`src/rtl/cycle_irq_pkg.sv`:
```
`timescale 1ns/1ps
// Package: shared constants and threshold construction for the cycle IRQ timer.
// Assumes the counter is at least SW_N+2 bits wide.
package cycle_irq_pkg;
    localparam int SW_N = 4;

    // Builds the threshold: fixed top bit, switch field directly beneath it.
    function automatic logic [31:0] make_limit(input int width, input logic [SW_N-1:0] s);
        logic [31:0] v;
        v = (32'd1 << (width - 1)) | ({28'd0, s} << (width - 1 - SW_N));
        return v;
    endfunction
endpackage

```
`src/rtl/sw_sync.sv`:
```
`timescale 1ns/1ps
// Module: sw_sync
// Two-stage synchroniser for each slow switch level. Assumes the inputs are
// quasi-static and that per-bit synchronisation is acceptable.
module sw_sync #(
    parameter int N = 4
) (
    input  logic         clk,
    input  logic         rst_n,
    input  logic [N-1:0] d_async,
    output logic [N-1:0] d_sync
);
    genvar g;
    generate
        for (g = 0; g < N; g++) begin : g_bit
            logic s1, s2;
            // Two flops per bit to settle metastability.
            always_ff @(posedge clk) begin
                if (!rst_n) begin
                    s1 <= 1'b0;
                    s2 <= 1'b0;
                end else begin
                    s1 <= d_async[g];
                    s2 <= s1;
                end
            end
            assign d_sync[g] = s2;
        end
    endgenerate
endmodule

```
`src/rtl/limit_reg.sv`:
```
`timescale 1ns/1ps
// Module: limit_reg
// Rebuilds the compare threshold from the synchronised switches on every cycle.
// Assumes W >= SW_N + 2 and W <= 32.
module limit_reg
    import cycle_irq_pkg::*;
#(
    parameter int W = 30
) (
    input  logic            clk,
    input  logic            rst_n,
    input  logic [SW_N-1:0] sw_s,
    output logic [W-1:0]    limit
);
    localparam logic [W-1:0] BASE = W'(make_limit(W, '0));

    // Register the threshold so the compare path starts from a flop.
    always_ff @(posedge clk) begin
        if (!rst_n) limit <= BASE;
        else        limit <= W'(make_limit(W, sw_s));
    end
endmodule

```
`src/rtl/tick_counter.sv`:
```
`timescale 1ns/1ps
// Module: tick_counter
// Run/hold counter with a sticky pending flag. Control writes take priority over
// counting, so an acknowledge on the terminal edge wins. Assumes limit < 2^W.
module tick_counter #(
    parameter int W = 30
) (
    input  logic         clk,
    input  logic         rst_n,
    input  logic         cpu_tick,
    input  logic         ctl_wr,
    input  logic         ctl_hold,
    input  logic [W-1:0] limit,
    output logic         pending
);
    logic [W-1:0] cnt;
    logic         run;
    logic [W-1:0] cnt_nxt;

    assign cnt_nxt = cnt + 1'b1;

    // Count, start/stop and pending-flag update, write first.
    always_ff @(posedge clk) begin
        if (!rst_n) begin
            cnt     <= '0;
            run     <= 1'b0;
            pending <= 1'b0;
        end else if (ctl_wr) begin
            run <= !ctl_hold;
            if (ctl_hold) begin
                cnt     <= '0;
                pending <= 1'b0;
            end
        end else if (run && cpu_tick) begin
            cnt <= cnt_nxt;
            if (cnt_nxt >= limit) begin
                pending <= 1'b1;
                run     <= 1'b0;
            end
        end
    end

    AST_ACK_CLEARS: assert property (@(posedge clk) disable iff (!rst_n)
        (ctl_wr && ctl_hold) |=> (!pending && cnt == '0 && !run));
    AST_COUNT_STEP: assert property (@(posedge clk) disable iff (!rst_n)
        (run && cpu_tick && !ctl_wr) |=> (cnt == $past(cnt) + 1'b1));
    AST_IDLE_STABLE: assert property (@(posedge clk) disable iff (!rst_n)
        (!cpu_tick && !ctl_wr) |=> $stable(cnt));
    AST_STOP_ON_FIRE: assert property (@(posedge clk) disable iff (!rst_n)
        $rose(pending) |-> !run);
    AST_PEND_STICKY: assert property (@(posedge clk) disable iff (!rst_n)
        (pending && !(ctl_wr && ctl_hold)) |=> pending);
endmodule

```
`src/rtl/cycle_irq_timer.sv`:
```
`timescale 1ns/1ps
// Module: cycle_irq_timer (top)
// Long-delay interrupt timer: switch-programmed threshold, run/hold control
// bit delivered by a write strobe, level interrupt output. Synchronous
// active-low reset covers both power-up and soft reset.
module cycle_irq_timer
    import cycle_irq_pkg::*;
#(
    parameter int CNT_W = 30
) (
    input  logic       clk,
    input  logic       rst_n,
    input  logic       cpu_tick,
    input  logic       ctl_wr,
    input  logic       ctl_hold,
    input  logic [3:0] sw,
    output logic       irq_o
);
    logic [SW_N-1:0]  sw_s;
    logic [CNT_W-1:0] limit;
    logic             pending;

    sw_sync #(.N(SW_N)) u_sync (
        .clk(clk), .rst_n(rst_n), .d_async(sw), .d_sync(sw_s)
    );

    limit_reg #(.W(CNT_W)) u_limit (
        .clk(clk), .rst_n(rst_n), .sw_s(sw_s), .limit(limit)
    );

    tick_counter #(.W(CNT_W)) u_cnt (
        .clk(clk), .rst_n(rst_n), .cpu_tick(cpu_tick), .ctl_wr(ctl_wr),
        .ctl_hold(ctl_hold), .limit(limit), .pending(pending)
    );

    assign irq_o = pending;

    AST_RESET_QUIET: assert property (@(posedge clk)
        !rst_n |=> !irq_o);
    AST_LIMIT_TOP: assert property (@(posedge clk) disable iff (!rst_n)
        limit[CNT_W-1]);
endmodule

```
`config.mk`:
```
export PLATFORM = sky130hd
export DESIGN_NAME = cycle_irq_timer
export DESIGN_NICKNAME = d
export VERILOG_FILES = /design/src/rtl/cycle_irq_pkg.sv /design/src/rtl/sw_sync.sv /design/src/rtl/limit_reg.sv /design/src/rtl/tick_counter.sv /design/src/rtl/cycle_irq_timer.sv
export SDC_FILE = /design/constraint.sdc
export NUM_CORES = 1
export LEC_CHECK = 0
export BUFFER_PORTS_ARGS = -buffer_cell sky130_fd_sc_hd__buf_2
export CAP_MARGIN = 5
export CORE_MARGIN = 5
export CORE_UTILIZATION = 23
export DETAILED_ROUTE_END_ITERATION = 6
export GPL_TIMING_DRIVEN = 0
export SETUP_SLACK_MARGIN = 0.4
export SLEW_MARGIN = 20
export SYNTH_ARGS = -nofsm -noshare
export SYNTH_HDL_FRONTEND = slang
export SYNTH_SLANG_ARGS = --single-unit
```
`constraint.sdc`:
```
create_clock -name clk -period 2.95 [get_ports clk]
set_input_delay 0.1475 -clock clk [delete_from_list [all_inputs] [get_ports clk]]
set_output_delay 0.1475 -clock clk [all_outputs]
set_load 0.01 [all_outputs]
```
==> metrics.md <==
| Metric | Value |
|---|---|
| Data required time of the critical path | 3.15 ns |
| Initial core utilization | 0.236 |
| Number of rows created at floorplan | 38 |
| Crit path setup slack, layout | -0.0101 ns |
| Deepest level of the CTS H-tree | 2 |
| Worst Clk Skew | 0.0158 ns |
| Most frequent cells after synthesis | 44 x sky130_fd_sc_hd__dfxtp_1, 31 x sky130_fd_sc_hd__nand2_1, 23 x sky130_fd_sc_hd__o21ai_0, 20 x sky130_fd_sc_hd__a21oi_1, 19 x sky130_fd_sc_hd__and2_1 |
| Portion of total power attributed to the clock network | 0.422 |
| Post-layout util | 0.289 |
| Global-route wire length before repair | 11.4 mm |
| Register with the most flip-flops | u_cnt.cnt |
| Placer congestion estimate | 0.828 |
| Multi-input combinational cell area | 1670 um2 |
| Number of antenna violations at the first check in global routing | 0 |
| Share of layout cells above drive strength 1 | 0.224 |
| Setup CP Type | flip-flop to flip-flop |
| Synthesized area | 2570 um2 |
| Crit path capture | u_cnt.pending |
| Worst hold slack | 0.0481 ns |
| Cells after Synth | 316 |
| Area growth from synthesis to layout | 22.4% |
| Worst hold-check path type | input port to flip-flop |
| Number of antenna-violating nets in the routed design | 0 |
| Hpwl dp | 4.58 mm |
| Number of max-slew violations in the final report | 0 |
| Final routed DRC violation total | 0 |
| Max reg flops | 30 |
| Mean cell area of the mapped netlist | 8.12 um2 |
| Cell with the most instances after synthesis | sky130_fd_sc_hd__dfxtp_1 |
| Total power | 1.16 mW |
| Share of the synthesized area in the top cell type | 0.343 |
| Leak | 1.14 nW |
| Critical Path Start Type | flip-flop |
| Max Fclk | 338 MHz |
| Most used flip-flop cell after synthesis | sky130_fd_sc_hd__dfxtp_1 |
| Worst supply voltage drop on vdd | 144 uV |
| Antenna diode count | 0 |
| Setup crit end kind | flip-flop |
| Worst-path clk slew | 0.10 ns |
| Result of the run | complete, but fails checks |
| Vias after detailed routing | 2396 |
| Worst-case headroom to the max-slew limit | 0.563 |
| Starting DRT DRC Count | 181 |
| Arrival @ worst endpoint | 3.16 ns |
| Power density over the cells | 369 nW/um2 |
| Number of distinct standard cells referenced by the synthesized netlist | 52 |
| Count of warnings emitted by yosys | 0 |
| Pint | 0.883 mW |
| Maximum clock insertion buffer count | 2 |
| TritonCTS Buffers | 5 |
| Unrepaired setup endpoints after global routing | true |
| Clock latency on the worst-skew pair | 0.31 ns |
| Largest fanout of any net on the critical path | 4 |
| Final setup violation count | 1 |
| Fill cell instance count of the final layout | 1158 |
| Shortest period the worst path allows | 2.96 ns |
| Number of flops mapped to enable cells by yosys | 0 |
| Combinational power share | 0.062 |
| Setup slack of the most critical reg-to-reg path | -0.01 ns |
| P_sw | 0.275 mW |
| Max capacitance violation total | 0 |
| Hold-fix buffers at CTS | 0 |
| Fraction of synthesis flops using an asynchronous set or reset pin | 0 |
| TritonCTS clock tree | yes |
| Pin count of the biggest net entering global routing | 14 |
| FF-to-FF Start | u_cnt.cnt[7] |
| Transition time of the tightest slew-check pin | 0.655 ns |
| Horizontal extent of the die | 116 um |
| Endpoint of the lowest-slack register-to-register path | u_cnt.pending |
| First-pass iteration count of the detailed router | 4 |
| Failing checks | negative setup slack |
| Hold Vio Cnt, Final | 0 |
| Number of buffer cells added on primary ports | 9 |
| Depth of the worst register-to-register path | 13 |
| Mapped Nets | 330 |
| Via count normalized by instance count | 4.96 |
| Source of the critical timing path | u_cnt.cnt[7] |
| Die area | 13400 um2 |
| Top post-synthesis cells by area | sky130_fd_sc_hd__dfxtp_1 34%, sky130_fd_sc_hd__and2_1 4.6%, sky130_fd_sc_hd__nand2_1 4.5% |
| Total Nets Final | 356 |
| Total wire length after detailed routing | 6.77 mm |
| Sequential-to-total area share from yosys stat | 0.343 |
| Boundary pin count | 10 |
| Die height | 116 um |
| Area of all sequential standard cells | 925 um2 |
| Clock Sinks | 44 |
| Drt wl/cell | 14.0 um |
| Switch share | 0.238 |
| Global-route usage over all layers | 0.106 |
| Clock root buffer | sky130_fd_sc_hd__clkbuf_8 |
| Post-route fraction of the period consumed by the critical path | 1.00 |
| Final global-route overflow total | 0 |
| Number of global-route vias before repair | 2322 |
| Register share of total power | 0.515 |
| Core area | 10900 um2 |
| Synthesized flop and latch total | 44 |
| Leading area contributor after synthesis | sky130_fd_sc_hd__dfxtp_1 |
what timing repair did:
item                       4_1_cts  5_1_grt
pin swaps                        7        2
buffers inserted                 8        2
resized for setup               23       15
setup endpoints to repair        2        3
area by class of cell:
| cell class | count | share of cell area |
|---|---|---|
| buffer | 22 | 0.0370 |
| timing repair buffer | 19 | 0.0382 |
| tap | 140 | 0.0558 |
| sequential | 44 | 0.294 |
| multi-input combinational | 245 | 0.530 |
| inverter | 5 | 0.00597 |
| clock buffer | 8 | 0.0386 |
worst min-delay path by stage:
stage	slack, ns	end	from	cells after the start
2_1_floorplan	0.27	u_sync.g_bit[0].s1	sw[0]	1
4_1_cts	0.04	u_sync.g_bit[3].s1	sw[3]	2
6_report	0.05	u_sync.g_bit[3].s1	sw[3]	2
3_3_place_gp	0.35	u_sync.g_bit[2].s1	sw[2]	2
5_1_grt	0.04	u_sync.g_bit[0].s1	sw[0]	2
3_5_place_dp	0.36	u_sync.g_bit[2].s1	sw[2]	2
metal layers:
metal  vias up  part of all wire  track usage
met2        54              0.45        0.164
met4         0             0.013       0.0356
met5         -                 0            0
met1      1139              0.49        0.148
li1       1193                 -            -
met3        10             0.050       0.0209
cells in the final DEF (no fill, tap or decap), types with 7 or more instances in the layout:
master and instances:
sky130_fd_sc_hd__nand3_1 10, sky130_fd_sc_hd__xnor2_1 10, sky130_fd_sc_hd__clkbuf_1 13, sky130_fd_sc_hd__nand2_1 31, sky130_fd_sc_hd__a21oi_1 19, sky130_fd_sc_hd__dfxtp_2 8
sky130_fd_sc_hd__and2_1 19, sky130_fd_sc_hd__dfxtp_1 27, sky130_fd_sc_hd__clkbuf_8 7, sky130_fd_sc_hd__nand4_1 13, sky130_fd_sc_hd__buf_4 12, sky130_fd_sc_hd__buf_2 10
sky130_fd_sc_hd__nor2_1 16, sky130_fd_sc_hd__nor3_1 8, sky130_fd_sc_hd__o21ai_0 22, sky130_fd_sc_hd__nor2b_1 13, sky130_fd_sc_hd__dfxtp_4 9
through the flow:
step | worst slack [ns] | instance area (um2) | cells | setup TNS (ns)
CTS | -0.0471 | 3090 | 481 | -0.0471
global placement | -0.420 | 2840 | 465 | -0.793
finish | -0.0101 | 3140 | 483 | -0.0101
floorplan | 0.227 | 2620 | 316 | 0
global route | -0.166 | 3140 | 483 | -0.291
detailed placement | -0.397 | 2840 | 465 | -0.745
critical path, stage by stage (launching register included):
cell                        delay, ns
sky130_fd_sc_hd__dfxtp_2         0.33
sky130_fd_sc_hd__buf_6           0.09
sky130_fd_sc_hd__nand4_1         0.11
sky130_fd_sc_hd__buf_4           0.16
sky130_fd_sc_hd__nor4_4          0.39
sky130_fd_sc_hd__nand3_2         0.14
sky130_fd_sc_hd__xnor2_2         0.16
sky130_fd_sc_hd__ha_1            0.30
sky130_fd_sc_hd__nand4_1         0.13
sky130_fd_sc_hd__nor3_2          0.21
sky130_fd_sc_hd__nand4_1         0.19
sky130_fd_sc_hd__a2111oi_4       0.25
sky130_fd_sc_hd__and4b_1         0.29
sky130_fd_sc_hd__o32ai_1         0.10
power groups by stage:
stage	registers, mW	clock network, mW	logic [mW]
floorplan	0.617	0	0.0418
global placement	0.617	0	0.0698
detailed placement	0.618	0	0.0706
CTS	0.600	0.505	0.0715
global route	0.599	0.528	0.0802
finish	0.597	0.489	0.0723
cell families (layout without fill, tap and decap cells):
group | after synthesis | after routing | share of synthesized area
adder cells (fa/ha/maj) | 5 | 5 | 0.0244
AND/OR/NAND/NOR | 147 | 147 | 0.336
multiplexers | 3 | 3 | 0.0122
flip-flops | 44 | 44 | 0.343
XOR/XNOR | 17 | 17 | 0.0580
buffers and inverters | 27 | 54 | 0.0419
AO/OA/AOI/OAI | 73 | 73 | 0.185
Note: power is estimated with default switching activity, not from simulation.
